File: src/rtl/bb_spi_pkg.sv
package bb_spi_pkg;

  // register selected by address bits [3:2]
  typedef enum logic [1:0] {
    SEL_MODE  = 2'd0,
    SEL_CTRL  = 2'd1,
    SEL_PINS  = 2'd2,
    SEL_CAPT  = 2'd3
  } regSel_t;

  // strobes from the bus control to the datapath
  typedef struct packed {
    logic    wrMode;
    logic    wrCtrl;
    logic    wrPins;
    logic    rdReq;
    regSel_t rdSel;
  } busStrobe_t;

  // pin register field positions (decoded by the pin drivers)
  localparam int unsigned DOUT_BIT = 0;
  localparam int unsigned SCLK_BIT = 8;
  localparam int unsigned CS_LSB   = 16;

endpackage

File: src/rtl/bb_spi_ctrl.sv
module bb_spi_ctrl
  import bb_spi_pkg::*;
#(
  parameter int unsigned ADDR_W = 4
) (
  input  logic              clk,
  input  logic              rstN,
  input  logic              busWrEn,
  input  logic              busRdEn,
  input  logic [ADDR_W-1:0] busAddr,
  output busStrobe_t        strobe,
  output logic              busRdValid
);

  localparam int unsigned SEL_LSB = 2;

  regSel_t addrSel;
  logic    rdValidQ;

  assign addrSel = regSel_t'(busAddr[SEL_LSB +: 2]);

  always_comb begin
    strobe        = '0;
    strobe.rdReq  = busRdEn;
    strobe.rdSel  = addrSel;
    if (busWrEn) begin
      unique case (addrSel)
        SEL_MODE: strobe.wrMode = 1'b1;
        SEL_CTRL: strobe.wrCtrl = 1'b1;
        SEL_PINS: strobe.wrPins = 1'b1;
        SEL_CAPT: ;  // capture register is read-only
        default:  ;
      endcase
    end
  end

  always_ff @(posedge clk) begin
    if (!rstN) rdValidQ <= 1'b0;
    else       rdValidQ <= busRdEn;
  end

  assign busRdValid = rdValidQ;


  rd_valid_chk: assert property (@(posedge clk) disable iff (!rstN)
    busRdEn |=> busRdValid);


  rd_valid_idle_chk: assert property (@(posedge clk) disable iff (!rstN)
    !busRdEn |=> !busRdValid);


  capt_write_ignored_chk: assert property (@(posedge clk) disable iff (!rstN)
    (busWrEn && busAddr[SEL_LSB +: 2] == 2'd3) |->
      !(strobe.wrMode || strobe.wrCtrl || strobe.wrPins));

endmodule

File: src/rtl/bb_spi_datapath.sv
module bb_spi_datapath
  import bb_spi_pkg::*;
#(
  parameter int unsigned DATA_W = 32,
  parameter int unsigned NUM_CS = 3
) (
  input  logic              clk,
  input  logic              rstN,
  input  busStrobe_t        strobe,
  input  logic [DATA_W-1:0] busWrData,
  output logic [DATA_W-1:0] busRdData,
  input  logic              memSclk,
  input  logic              memMosi,
  input  logic [NUM_CS-1:0] memCsN,
  input  logic              spiMiso,
  output logic              spiSclk,
  output logic              spiMosi,
  output logic [NUM_CS-1:0] spiCsN
);

  localparam logic [DATA_W-1:0] PINS_RESET =
    DATA_W'(((64'd1 << NUM_CS) - 64'd1) << CS_LSB);

  logic              modeEn;
  logic [DATA_W-1:0] ctrlReg;
  logic [DATA_W-1:0] pinsReg;
  logic [DATA_W-1:0] captReg;
  logic [DATA_W-1:0] rdDataQ;
  logic [DATA_W-1:0] rdMux;
  logic              clkRise;

  // a write that raises the clock bit while the port owns the pins
  assign clkRise = modeEn && strobe.wrPins &&
                   busWrData[SCLK_BIT] && !pinsReg[SCLK_BIT];

  always_ff @(posedge clk) begin
    if (!rstN) begin
      modeEn  <= 1'b0;
      ctrlReg <= '0;
      pinsReg <= PINS_RESET;
      captReg <= '0;
    end else begin
      if (strobe.wrMode) modeEn  <= busWrData[0];
      if (strobe.wrCtrl) ctrlReg <= busWrData;
      if (strobe.wrPins) pinsReg <= busWrData;
      if (clkRise)       captReg <= {captReg[DATA_W-2:0], spiMiso};
    end
  end

  always_comb begin
    unique case (strobe.rdSel)
      SEL_MODE: rdMux = {{(DATA_W-1){1'b0}}, modeEn};
      SEL_CTRL: rdMux = ctrlReg;
      SEL_PINS: rdMux = pinsReg;
      SEL_CAPT: rdMux = captReg;
      default:  rdMux = '0;
    endcase
  end

  always_ff @(posedge clk) begin
    if (!rstN)             rdDataQ <= '0;
    else if (strobe.rdReq) rdDataQ <= rdMux;
  end

  assign busRdData = rdDataQ;

  // pin ownership: bit-bang register or flash read engine
  assign spiSclk = modeEn ? pinsReg[SCLK_BIT] : memSclk;
  assign spiMosi = modeEn ? pinsReg[DOUT_BIT] : memMosi;

  for (genvar n = 0; n < NUM_CS; n++) begin : g_cs
    assign spiCsN[n] = modeEn ? pinsReg[CS_LSB + n] : memCsN[n];
  end


  shift_on_rise_chk: assert property (@(posedge clk) disable iff (!rstN)
    ($past(modeEn) && pinsReg[SCLK_BIT] && !$past(pinsReg[SCLK_BIT])) |->
      (captReg == {$past(captReg[DATA_W-2:0]), $past(spiMiso)}));


  shift_hold_chk: assert property (@(posedge clk) disable iff (!rstN)
    !($past(modeEn) && pinsReg[SCLK_BIT] && !$past(pinsReg[SCLK_BIT])) |->
      $stable(captReg));


  ctrl_hold_chk: assert property (@(posedge clk) disable iff (!rstN)
    !strobe.wrCtrl |=> $stable(ctrlReg));


  mode_read_upper_chk: assert property (@(posedge clk) disable iff (!rstN)
    (strobe.rdReq && strobe.rdSel == SEL_MODE) |=>
      (busRdData[DATA_W-1:1] == '0));

endmodule

File: src/rtl/bb_spi_port.sv
module bb_spi_port
  import bb_spi_pkg::*;
#(
  parameter int unsigned DATA_W = 32,
  parameter int unsigned ADDR_W = 4,
  parameter int unsigned NUM_CS = 3
) (
  input  logic              clk,
  input  logic              rstN,
  input  logic              busWrEn,
  input  logic              busRdEn,
  input  logic [ADDR_W-1:0] busAddr,
  input  logic [DATA_W-1:0] busWrData,
  output logic [DATA_W-1:0] busRdData,
  output logic              busRdValid,
  input  logic              memSclk,
  input  logic              memMosi,
  input  logic [NUM_CS-1:0] memCsN,
  input  logic              spiMiso,
  output logic              spiSclk,
  output logic              spiMosi,
  output logic [NUM_CS-1:0] spiCsN
);

  busStrobe_t strobe;

  bb_spi_ctrl #(.ADDR_W(ADDR_W)) u_ctrl (
    .clk        (clk),
    .rstN       (rstN),
    .busWrEn    (busWrEn),
    .busRdEn    (busRdEn),
    .busAddr    (busAddr),
    .strobe     (strobe),
    .busRdValid (busRdValid)
  );

  bb_spi_datapath #(.DATA_W(DATA_W), .NUM_CS(NUM_CS)) u_datapath (
    .clk       (clk),
    .rstN      (rstN),
    .strobe    (strobe),
    .busWrData (busWrData),
    .busRdData (busRdData),
    .memSclk   (memSclk),
    .memMosi   (memMosi),
    .memCsN    (memCsN),
    .spiMiso   (spiMiso),
    .spiSclk   (spiSclk),
    .spiMosi   (spiMosi),
    .spiCsN    (spiCsN)
  );

endmodule

File: config.mk
export PLATFORM = sky130hd
export DESIGN_NAME = bb_spi_port
export DESIGN_NICKNAME = d
export VERILOG_FILES = /design/src/rtl/bb_spi_pkg.sv /design/src/rtl/bb_spi_ctrl.sv /design/src/rtl/bb_spi_datapath.sv /design/src/rtl/bb_spi_port.sv
export SDC_FILE = /design/constraint.sdc
export NUM_CORES = 1
export LEC_CHECK = 0
export ABC_AREA = 1
export BUFFER_PORTS_ARGS = -buffer_cell sky130_fd_sc_hd__buf_2
export CORE_MARGIN = 2
export CORE_UTILIZATION = 61
export DETAILED_ROUTE_END_ITERATION = 8
export GPL_TIMING_DRIVEN = 1
export HOLD_SLACK_MARGIN = 0.05
export PLACE_DENSITY = 0.93
export SETUP_SLACK_MARGIN = 0.3
export SLEW_MARGIN = 0
export SYNTH_ARGS = -nofsm -noshare
export SYNTH_HDL_FRONTEND = slang
export SYNTH_SLANG_ARGS = --single-unit
File: constraint.sdc
create_clock -name clk -period 3.18 [get_ports clk]
set_clock_uncertainty 0.05 [all_clocks]
set_input_delay 0.477 -clock clk [delete_from_list [all_inputs] [get_ports clk]]
set_output_delay 0.477 -clock clk [all_outputs]
set_load 0.005 [all_outputs]
[Word level (Yosys, flattened, before mapping)]
Index checks and enable logic that the tools add are counted.
Word-level totals
  register bits after elaboration: 130
  input port bits: 46
  output and inout bits: 38
  word-level logic and storage cells: 24
Operators by class
  equal/unequal tests: 3
  muxes and demuxes: 10
  reduce and logical (&&, ||, !) cells: 5
Operators with widths (number)
  one-hot mux 32 bit (4 select lines): 1
  two-way mux 1 bit: 8
  == test 2 bit, second input constant: 2
  logical AND 1 bit: 3
  two-way mux 3 bit: 1
  == test 2 x 1 -> 1 bit, second input constant: 1
  logical NOT 2 bit: 1
  logical NOT 1 bit: 1

[Longest topological paths before layout]
Gate-level depths: netlist of the first run.
  word-level depth: 6
  depth in mapped cells: 8
  depth with buffers taken out: 6

[Hierarchy]
Synthesis of the first run repeated with hierarchy kept, for this count alone.
Unflattened totals
  cells, all modules: 745
  area total of the unflattened synthesis: 5342.6 um2
Modules (own cells, without submodules)
  bb_spi_datapath: instances 1, cells an instance 732, area each 5266.3 um2, seq. area each 2582.5 um2
  bb_spi_ctrl: instances 1, cells an instance 13, area each 76.3 um2, seq. area each 20.0 um2

[Worst setup path after synthesis of the first run]
OpenSTA, ideal clock, no wires.
  path type: input to register
  start point: input port busAddr[2]
  end point: register u_datapath.captReg[25]
  setup time: 0.113 ns
  data arrival time: 1.443 ns
  required time: 3.017 ns
  slack: 1.574 ns
  stages on the path: 8
  buffers on the path: 2
  path through: buf_6 > inv_4 > nand3_4 > nor3_4 > buf_6 > nand2_1 > nand2_1 > nor2_1
On the way
  longest elaborated chain between the ends: 6
Ends and longest elaborated chain
  start: declaration: line bb_spi_port.sv:12  | input logic [ADDR_W-1:0] busAddr,
  == test 2 bit: line bb_spi_ctrl.sv:27  | unique case (addrSel)
  two-way mux 1 bit: line bb_spi_ctrl.sv:27
  two-way mux 3 bit: line bb_spi_ctrl.sv:26  | if (busWrEn) begin
  logical AND 1 bit (2 in a row): line bb_spi_datapath.sv:33  | assign clkRise = modeEn && strobe.wrPins &&
  logical AND 1 bit: line bb_spi_datapath.sv:34  | busWrData[SCLK_BIT] && !pinsReg[SCLK_BIT];
  end signal: assignment: line bb_spi_datapath.sv:46  | if (clkRise) captReg <= {captReg[DATA_W-2:0], spiMiso};
  end: declaration: line bb_spi_datapath.sv:27  | logic [DATA_W-1:0] captReg;
Every way passes these cells.
A chain may end at the register's enable or synchronous reset.

[Final worst setup path of the first run]
  start point: register u_datapath.modeEn
  end point: output port spiCsN[2]
On the way
  longest elaborated chain between the ends: 1
Ends and longest elaborated chain
  start: declaration: line bb_spi_datapath.sv:24  | logic modeEn;
  start signal: assignment: line bb_spi_datapath.sv:43  | if (strobe.wrMode) modeEn <= busWrData[0];
  two-way mux 1 bit: line bb_spi_datapath.sv:72  | assign spiCsN[n] = modeEn ? pinsReg[CS_LSB + n] : memCsN[n];
  end: declaration: line bb_spi_port.sv:22  | output logic [NUM_CS-1:0] spiCsN
Every way passes these cells.

==> reports/qor.yml, run 1 <==
clocking:
  clk_latency_ns: 0.51
  cts_sinks: 130
  cts_tree: "yes"
  cts_buffer_depth: 2
  post_cts_buffers: 0
  clk_pin_slew_worst_paths_ns: 0.06
  cts_hold_buf: 0
  htreeDepth: 4
  cts-root-buf: "clkbuf_8"
  cts_buffers: 17
  ctsResizeCount: 0
detailed_routing:
  ant_nets: 0
  wl_um: 14310
  num_vias: 5494
  drt_first_pass_iters: 6
  wl_per_cell_um: 14.74
  wl_met1_um: 5669
  route.detailed.drc: 0
  vias_per_cell: 5.658
  wl_met2_um: 6894
  wl_met3_um: 1216
  routed.top_layer: "met4"
  first_iter_violations: 396
timing:
  tns_ns: 0
  setup_violations: 0
  finalCriticalPeriod_ns: 2.088
  slew_viol_final: 0
  rsz0062_at_grt: "no"
  whs_ns: 0.1469
  relSlewSlack: 0.5774
  tightest_slew_ns: 0.6329
  max_freq_mhz: 478.9
  post-route-period-util: 0.6566
  final-hold-violation-count: 0
yosys:
  syn-cell-area_sq_um: 5504
  synthXorXnorAreaFrac: 0
  synth_area_leaders: "dfxtp_1, nand2_1, nand3_1"
  yosysTopAreaCell: "dfxtp_1"
  avgSynthCellArea_sq_um: 6.897
  synth_top_family_by_area: "simple AND/OR/NAND/NOR gates"
  yosys.cell_types.count: 19
  synth-compound-area-share: 0.09184
  synth.area.mux_share: 0
  syn_inst: 798
  synthAdderAreaFrac: 0
  synth-seq-area-share: 0.4728
  syn_nets: 844
  ys_ff_latch: 130
  synth.top_cell.area_share: 0.4728
  synth_warnings: 0
  synth_simple_gate_area_frac: 0.3528
place:
  gp_congestion: 0.7835
  dpl.cell_count: 939
  portBuffers: 81
  dp_hpwl_um: 8075
pwr:
  leakage_nw: 2.606
  combPwrFrac: 0.066
  clockPowerShare: 0.511
  p_seq_frac: 0.423
  p_per_area_nw_per_um2: 614.4
  swShare: 0.2329
  internal_power_w: 0.003064
  power.switching_w: 0.0009300
  ir_drop_mv: 0.4334
critical_path:
  critPathLaunchType: "flop"
  critPathKind: "flop to output port"
  r2r_slack_ns: 1.60
  cp_common_cell: "nand2_1"
  crit_fanout: 7
  path_buf_inv: 2
  crit_required_ns: 2.65
  cp_slowest_stage_delay_ns: 0.50
  r2r_start: "u_datapath.modeEn"
  crit_family: "flip-flops"
  rr_endpoint: "u_datapath.captReg[25]"
  path_cells: "inv_1, nand2_1, nand2_1, buf_2"
  end_kind: "output port"
  r2r_cells: 6
  critPathArrivalTime_ns: 1.56
  critPathSlowestCell: "dfxtp_1"
finish:
  final_cells: 971
  fin_util: 0.7453
  drive_gt1_frac: 0.1541
  layout_commonest_cell: "nand2_1"
  insertedDiodeCount: 0
  area_delta_synth_final_pct: 18.09
  mostFrequentLayoutCells: "nand2_1, nand3_1, dfxtp_1"
  layout.nets: 896
floorplan:
  die_x_um: 98.99
  floorplan.initialDensity: 0.6311
  die_area_sq_um: 9799
  placementRows: 34
  core_area_sq_um: 8721
  ios: 84
  die_y_um: 98.99
global_route:
  grt_pass1_wl_um: 23570
  grt_pass1_vias: 5104
  grt_max_degree: 72
  grt_usage: 0.2965
  antenna_found_initial: 0
  gr-total-overflow: 0
min_path:
  min_path_cells: 3
  min_path_type: "primary input to flop"
  holdPathEnd: "u_datapath.pinsReg[16]"
  worstHoldStart: "busWrData[16]"
run_status:
  status: "complete, no violations"
job:
  drv_cap: 0
## power by group through the flow
stage / logic, W / clock network [W] / registers [W]
2_1_floorplan: 0.000165 / 0 / 0.00172
3_3_place_gp: 0.000252 / 0 / 0.00172
3_5_place_dp: 0.000258 / 0 / 0.00172
4_1_cts: 0.000262 / 0.00205 / 0.00169
5_1_grt: 0.000290 / 0.00212 / 0.00169
6_report: 0.000265 / 0.00204 / 0.00169
## worst max-delay path by stage
stage / from / cells past startpoint / slack (ns) / endpoint
finish: u_datapath.modeEn / 4 / 1.09 / spiCsN[2]
global route: u_datapath.modeEn / 3 / 0.99 / spiMosi
CTS: u_datapath.modeEn / 4 / 1.12 / spiCsN[2]
detailed placement: busAddr[3] / 5 / 1.06 / u_datapath.pinsReg[1]
global placement: busAddr[3] / 5 / 1.11 / u_datapath.pinsReg[20]
floorplan: busAddr[2] / 8 / 1.57 / u_datapath.captReg[25]
## logic make-up (layout without fill, tap and decap cells)
logic type             Yosys count  count (layout)
and+or+nand+nor                466             466
AOI/OAI and AO/OA              100             100
buffers and inverters          102             167
DFF                            130             130
## metal layers
metal	track usage	vias to the layer above
met5	0	-
met4	0.1423	0
met3	0.06950	51
met2	0.4948	285
met1	0.3611	2500
li1	-	2658
## sequential cells by signal, summed over array words and instances, names as in the netlist
name,cells
u_datapath.modeEn,1
u_datapath.pinsReg,32
u_ctrl.busRdValid,1
u_datapath.busRdData,32
u_datapath.ctrlReg,32
u_datapath.captReg,32
## synth_stat cells, drive strengths merged
library cell / instances
clkbuf: 38
nor3: 1
nand2: 267
buf: 23
o21bai: 1
nor2: 66
o21ai: 3
inv: 41
dfxtp: 130
nand3: 132
o21a: 1
a21oi: 95
## area by class of cell
cell class	instances	area, sq um
Inverter	41	156.4
Multi-Input combinational cell	566	2452
Tap cell	108	135.1
Sequential cell	130	2603
Clock buffer	19	441.7
Fill cell	639	2221
Timing Repair Buffer	94	528.0
Clock inverter	13	183.9
## tightest hold or removal path: stages
cell and delay, ns:
buf_2 0.09, nand2_1 0.05, nand3_1 0.06
## per-stage QoR
step           cell area (sq um)  power (W)  setup slack (ns)
2_1_floorplan               5504   0.001885             1.574
3_3_place_gp                5874   0.001973             1.110
3_5_place_dp                5874   0.001981             1.058
4_1_cts                     6500   0.003999             1.122
5_1_grt                     6500   0.004105            0.9934
6_report                    6500   0.003994             1.092
Note: power is estimated with default switching activity, not from simulation.
==> inputs of run 2 (changes only) <==
CORE_UTILIZATION = 51   (was 61)
PLACE_DENSITY = 0.84   (was 0.93)
clock period = 1.8 ns   (was 3.18 ns; I/O delays follow)
==> run 2 against run 1 <==
  * Final cell count increased by 7.7%
  * Worst hold slack gained 0.011 ns
  * Routed wire length up 5.6%
  * Sequential cell count stayed put
  * Largest power group unchanged
  * Critical path depth increased by 1
  * Non-clock buffer count rose by 47
  * Clock power is 63% higher
==> reports/qor.yml, run 2 (synthesis gave the netlist of run 1 again) <==
floorplan:
  core_area_sq_um: 10420
  die_area_sq_um: 11640
  placementRows: 37
  die_y_um: 107.9
  floorplan.initialDensity: 0.5284
  die_x_um: 107.9
  ios: 84
pwr:
  leakage_nw: 2.813
  p_per_area_nw_per_um2: 985.4
  total_power_w: 0.006885
  ir_drop_mv: 0.4980
place:
  portBuffers: 81
  gp_congestion: 0.8208
  dpl.cell_count: 977
  dp_hpwl_um: 8810
global_route:
  grt_pass1_vias: 5339
  antenna_found_initial: 0
  grt_max_degree: 46
  grt_usage: 0.2683
  gr-total-overflow: 0
  grt_pass1_wl_um: 24790
clocking:
  htreeDepth: 4
  cts-root-buf: "clkbuf_8"
  cts_sinks: 130
  cts_buffers: 17
  clk_latency_ns: 0.51
  cts_buffer_depth: 2
  clk_pin_slew_worst_paths_ns: 0.06
  cts_tree: "yes"
critical_path:
  cp_slowest_stage_delay_ns: 0.34
  crit_family: "buffers and inverters"
  r2r_cells: 7
  critPathArrivalTime_ns: 1.42
  path_cells: "buf_6, clkinvlp_4, nand2_2, nand2_1, buf_2"
  crit_required_ns: 1.48
  critPathSlowestCell: "dfxtp_2"
  end_kind: "output port"
  critPathKind: "flop to output port"
  crit_cells: 5
  critPathLaunchType: "flop"
  path_buf_inv: 3
  crit_fanout: 6
timing:
  setup_violations: 0
  finalCriticalPeriod_ns: 1.740
  max_freq_mhz: 574.6
  relSlewSlack: 0.6616
  final-hold-violation-count: 0
  tns_ns: 0
  slew_viol_final: 0
  rsz0062_at_grt: "yes"
  post-route-period-util: 0.9668
  tightest_slew_ns: 0.5069
finish:
  layout_commonest_cell: "nand2_1"
  layout.nets: 943
  area_delta_synth_final_pct: 26.94
  insertedDiodeCount: 0
  drive_gt1_frac: 0.1626
  mostFrequentLayoutCells: "nand2_1, nand3_1, dfxtp_1"
  final_cells: 1046
min_path:
  min_path_cells: 3
  min_path_type: "primary input to flop"
detailed_routing:
  first_iter_violations: 540
  drt_first_pass_iters: 5
  ant_nets: 0
  wl_um: 15110
  num_vias: 5677
  vias_per_cell: 5.427
  wl_per_cell_um: 14.45
  route.detailed.drc: 0
run_status:
  status: "complete, no violations"
job:
  drv_cap: 0
## run 2: timing repair
item,4_1_cts,5_1_grt
cloned,0,0
pin swaps,4,5
gates resized for setup,4,1
endpoints found under the hold margin,66,0
hold buffers,33,0
setup buffers,4,0
setup endpoints to repair,5,5
## run 2: worst register-to-register path, cell delays in order (launching register included)
cell and delay (ns):
dfxtp_2 0.34, buf_4 0.11, nand2_1 0.11, nor3_4 0.29, buf_12 0.22, nand2_1 0.09, nand2_1 0.08, nor2_1 0.05
## run 2: layer usage
metal | vias to the layer above | track usage | share of wire
met5 | - | 0 | 0
li1 | 2754 | - | -
met4 | 0 | 0.1346 | 0.024
met1 | 2621 | 0.3319 | 0.40
met3 | 31 | 0.05448 | 0.088
met2 | 271 | 0.4425 | 0.49
## run 2: area by class of cell
| type | instances | area [sq um] |
|---|---|---|
| clock buffer | 23 | 476.7 |
| clock inverter | 9 | 103.9 |
| fill | 826 | 3430 |
| inverter | 41 | 160.2 |
| multi-input combinational | 566 | 2455 |
| sequential | 130 | 2604 |
| tap | 136 | 170.2 |
| timing repair buffer | 141 | 1017 |
## run 2: power breakdown
group / leakage, nW / internal [W] / switching (W)
Clock: 0.284 / 0.00211 / 0.00123
Sequential: 1.05 / 0.00295 / 0.0000373
Combinational: 1.48 / 0.000220 / 0.000347
Total: 2.81 / 0.00528 / 0.00161
## run 2: stage by stage
stage	utilization	area (sq um)	hold slack, ns	worst slack (ns)
after floorplan	-	5504	0.3332	0.4011
after global placement	0.5793	6035	0.3974	0.3088
after detailed placement	0.5793	6035	0.4009	0.2813
after CTS	0.6705	6984	0.1379	0.08014
after global routing	0.6708	6987	0.1593	0.01087
final	0.6708	6987	0.1579	0.05973
## run 2: path summary, 6_finish.rpt
path / end / startpoint / slack (ns)
worst min register to register: u_datapath.ctrlReg[20] / u_datapath.ctrlReg[20] / 0.41
worst min-delay path: u_datapath.ctrlReg[26] / rstN / 0.16
worst max-delay path: spiCsN[1] / u_datapath.modeEn / 0.06
worst max register to register: u_datapath.captReg[31] / u_datapath.modeEn / 0.38
==> inputs of run 3 (changes only) <==
CAP_MARGIN = 20   (was not set)
PLACE_DENSITY = 0.77   (was 0.84)
==> run 3 against run 2 <==
  * Global-route usage is essentially flat
  * Final area rose by 0.36%
  * Die area stayed put
  * Worst hold slack got worse by 0.056 ns
  * Final cell count down 0.19%
  * Via count is 1.0% lower
  * Utilization is 0.24 points higher
  * Non-clock buffer count decreased by 2
  * Fmax rose by 9.2%
  * Sequential cell count is the same
  * Register-to-register slack improved by 0.04 ns
  * Critical path type unchanged
  * Largest cell class unchanged
==> reports/qor.yml, run 3 (synthesis gave the netlist of run 1 again) <==
place:
  dp_hpwl_um: 9065
  gp_congestion: 0.7884
  portBuffers: 81
critical_path:
  critPathSlowestCell: "dfxtp_2"
  critPathKind: "flop to output port"
  r2r_start: "u_datapath.modeEn"
  r2r_slack_ns: 0.42
  crit_family: "flip-flops"
  cp_slowest_stage_delay_ns: 0.35
  crit_fanout: 4
  path_buf_inv: 2
  critPathLaunchType: "flop"
  rr_endpoint: "u_datapath.captReg[4]"
  crit_required_ns: 1.48
  path_cells: "buf_6, o21a_1, buf_2"
  crit_cells: 3
  r2r_cells: 6
  critPathArrivalTime_ns: 1.27
  end_kind: "output port"
pwr:
  swShare: 0.2262
  p_per_area_nw_per_um2: 1017
  clockPowerShare: 0.503
  power.switching_w: 0.001613
  combPwrFrac: 0.079
  ir_drop_mv: 0.7907
  leakage_nw: 2.822
  p_seq_frac: 0.419
  internal_power_w: 0.005518
detailed_routing:
  wl_um: 14950
  vias_per_cell: 5.383
  ant_nets: 0
  num_vias: 5620
  first_iter_violations: 484
  drt_first_pass_iters: 5
  route.detailed.drc: 0
  wl_per_cell_um: 14.32
run_status:
  status: "complete, no violations"
finish:
  layout.nets: 941
  insertedDiodeCount: 0
  fin_util: 0.6732
  layout_commonest_cell: "nand2_1"
  mostFrequentLayoutCells: "nand2_1, nand3_1, dfxtp_1"
  fillers: 879
  multi_input_area_sq_um: 2455
  drive_gt1_frac: 0.1608
  seq_area_sq_um: 2605
  area_delta_synth_final_pct: 27.39
timing:
  tightest_slew_ns: 0.3940
  final-hold-violation-count: 0
  slew_viol_final: 0
  finalCriticalPeriod_ns: 1.594
  max_freq_mhz: 627.5
  tns_ns: 0
  relSlewSlack: 0.7373
  post-route-period-util: 0.8854
  setup_violations: 0
  rsz0062_at_grt: "yes"
global_route:
  grt.met1_usage: 0.3236
  antenna_found_initial: 0
  grt_pass1_wl_um: 24600
  grt_max_degree: 65
  grt_pass1_vias: 5272
  grt_usage: 0.2681
  grt_use_met2: 0.4528
  gr-total-overflow: 0
  top_usage_layer: "met2"
  grt_use_met3: 0.06840
min_path:
  holdPathEnd: "u_datapath.busRdData[0]"
  worstHoldStart: "busRdEn"
  min_path_type: "primary input to flop"
  min_path_cells: 4
floorplan:
  core_area_sq_um: 10420
  die_x_um: 107.9
  placementRows: 37
  die_y_um: 107.9
  floorplan.initialDensity: 0.5284
  die_area_sq_um: 11640
  ios: 84
clocking:
  post_cts_buffers: 0
  cts_tree: "yes"
  cts_buffer_depth: 2
  htreeDepth: 4
  clk_latency_ns: 0.52
  cts_sinks: 130
  cts_buffers: 17
  cts-root-buf: "clkbuf_8"
  clk_pin_slew_worst_paths_ns: 0.06
job:
  drv_cap: 0
## run 3: changes by cell type in the layout (fill, tap and decap cells not counted), sizes merged
cell	delta
buf	-3
bufinv	+2
clkbuf	-1
clkinv	-1
clkinvlp	-1
dlygate4sd3	+1
inv	+1
## run 3: final cells by class
| type | count | share of cell area |
|---|---|---|
| sequential | 130 | 0.3715 |
| multi-input combinational | 566 | 0.3501 |
| timing repair buffer | 139 | 0.1433 |
| clock buffer | 22 | 0.06602 |
| tap | 136 | 0.02427 |
| inverter | 41 | 0.02266 |
| clock inverter | 10 | 0.02213 |
## run 3: per-stage QoR
step / power (W) / area (sq um) / setup slack (ns) / hold slack (ns) / cells
after floorplan: 0.003329 / 5504 / 0.4011 / 0.3332 / 798
after global placement: 0.003517 / 6042 / 0.3332 / 0.3965 / 978
after global routing: 0.007331 / 7012 / 0.1639 / 0.1095 / 1044
final: 0.007131 / 7012 / 0.2064 / 0.1015 / 1044
after CTS: 0.007153 / 7008 / 0.2019 / 0.08131 / 1044
after detailed placement: 0.003534 / 6042 / 0.2761 / 0.4021 / 978
## run 3: tightest hold or removal path: stages
cell and delay (ns):
buf_2 0.09, inv_2 0.11, nand2_1 0.08, a21oi_1 0.05
## run 3: worst max path at each step
stage	from	to	slack (ns)
after floorplan	busAddr[2]	u_datapath.captReg[25]	0.40
after global placement	busAddr[2]	u_datapath.captReg[19]	0.33
after detailed placement	busAddr[2]	u_datapath.pinsReg[25]	0.28
after CTS	u_datapath.modeEn	spiSclk	0.20
after global routing	u_datapath.modeEn	spiCsN[0]	0.16
final	u_datapath.modeEn	spiSclk	0.21
## run 3: power by group through the flow
stage               clock network [W]  logic [W]  registers (W)
detailed placement                  0   0.000490        0.00304
finish                        0.00359   0.000561        0.00298
floorplan                           0   0.000292        0.00304
global placement                    0   0.000478        0.00304
global route                  0.00373   0.000615        0.00299
CTS                           0.00362   0.000553        0.00298
## run 3: what timing repair did
action / 4_1_cts / 5_1_grt
gates resized for setup: 5 / 2
hold buffers: 34 / 0
pin swaps: 2 / 0
endpoints found under the hold margin: 70 / 0
gates cloned: 0 / 0
setup endpoints to repair: 5 / 5
## run 3: per-layer routing
| metal | wire [um] | share of wire | vias up |
|---|---|---|---|
| met5 | 0 | 0 | - |
| met4 | 329 | 0.022 | 0 |
| met3 | 1060 | 0.071 | 36 |
| met2 | 7273 | 0.49 | 229 |
| met1 | 6290 | 0.42 | 2614 |
| li1 | - | - | 2741 |
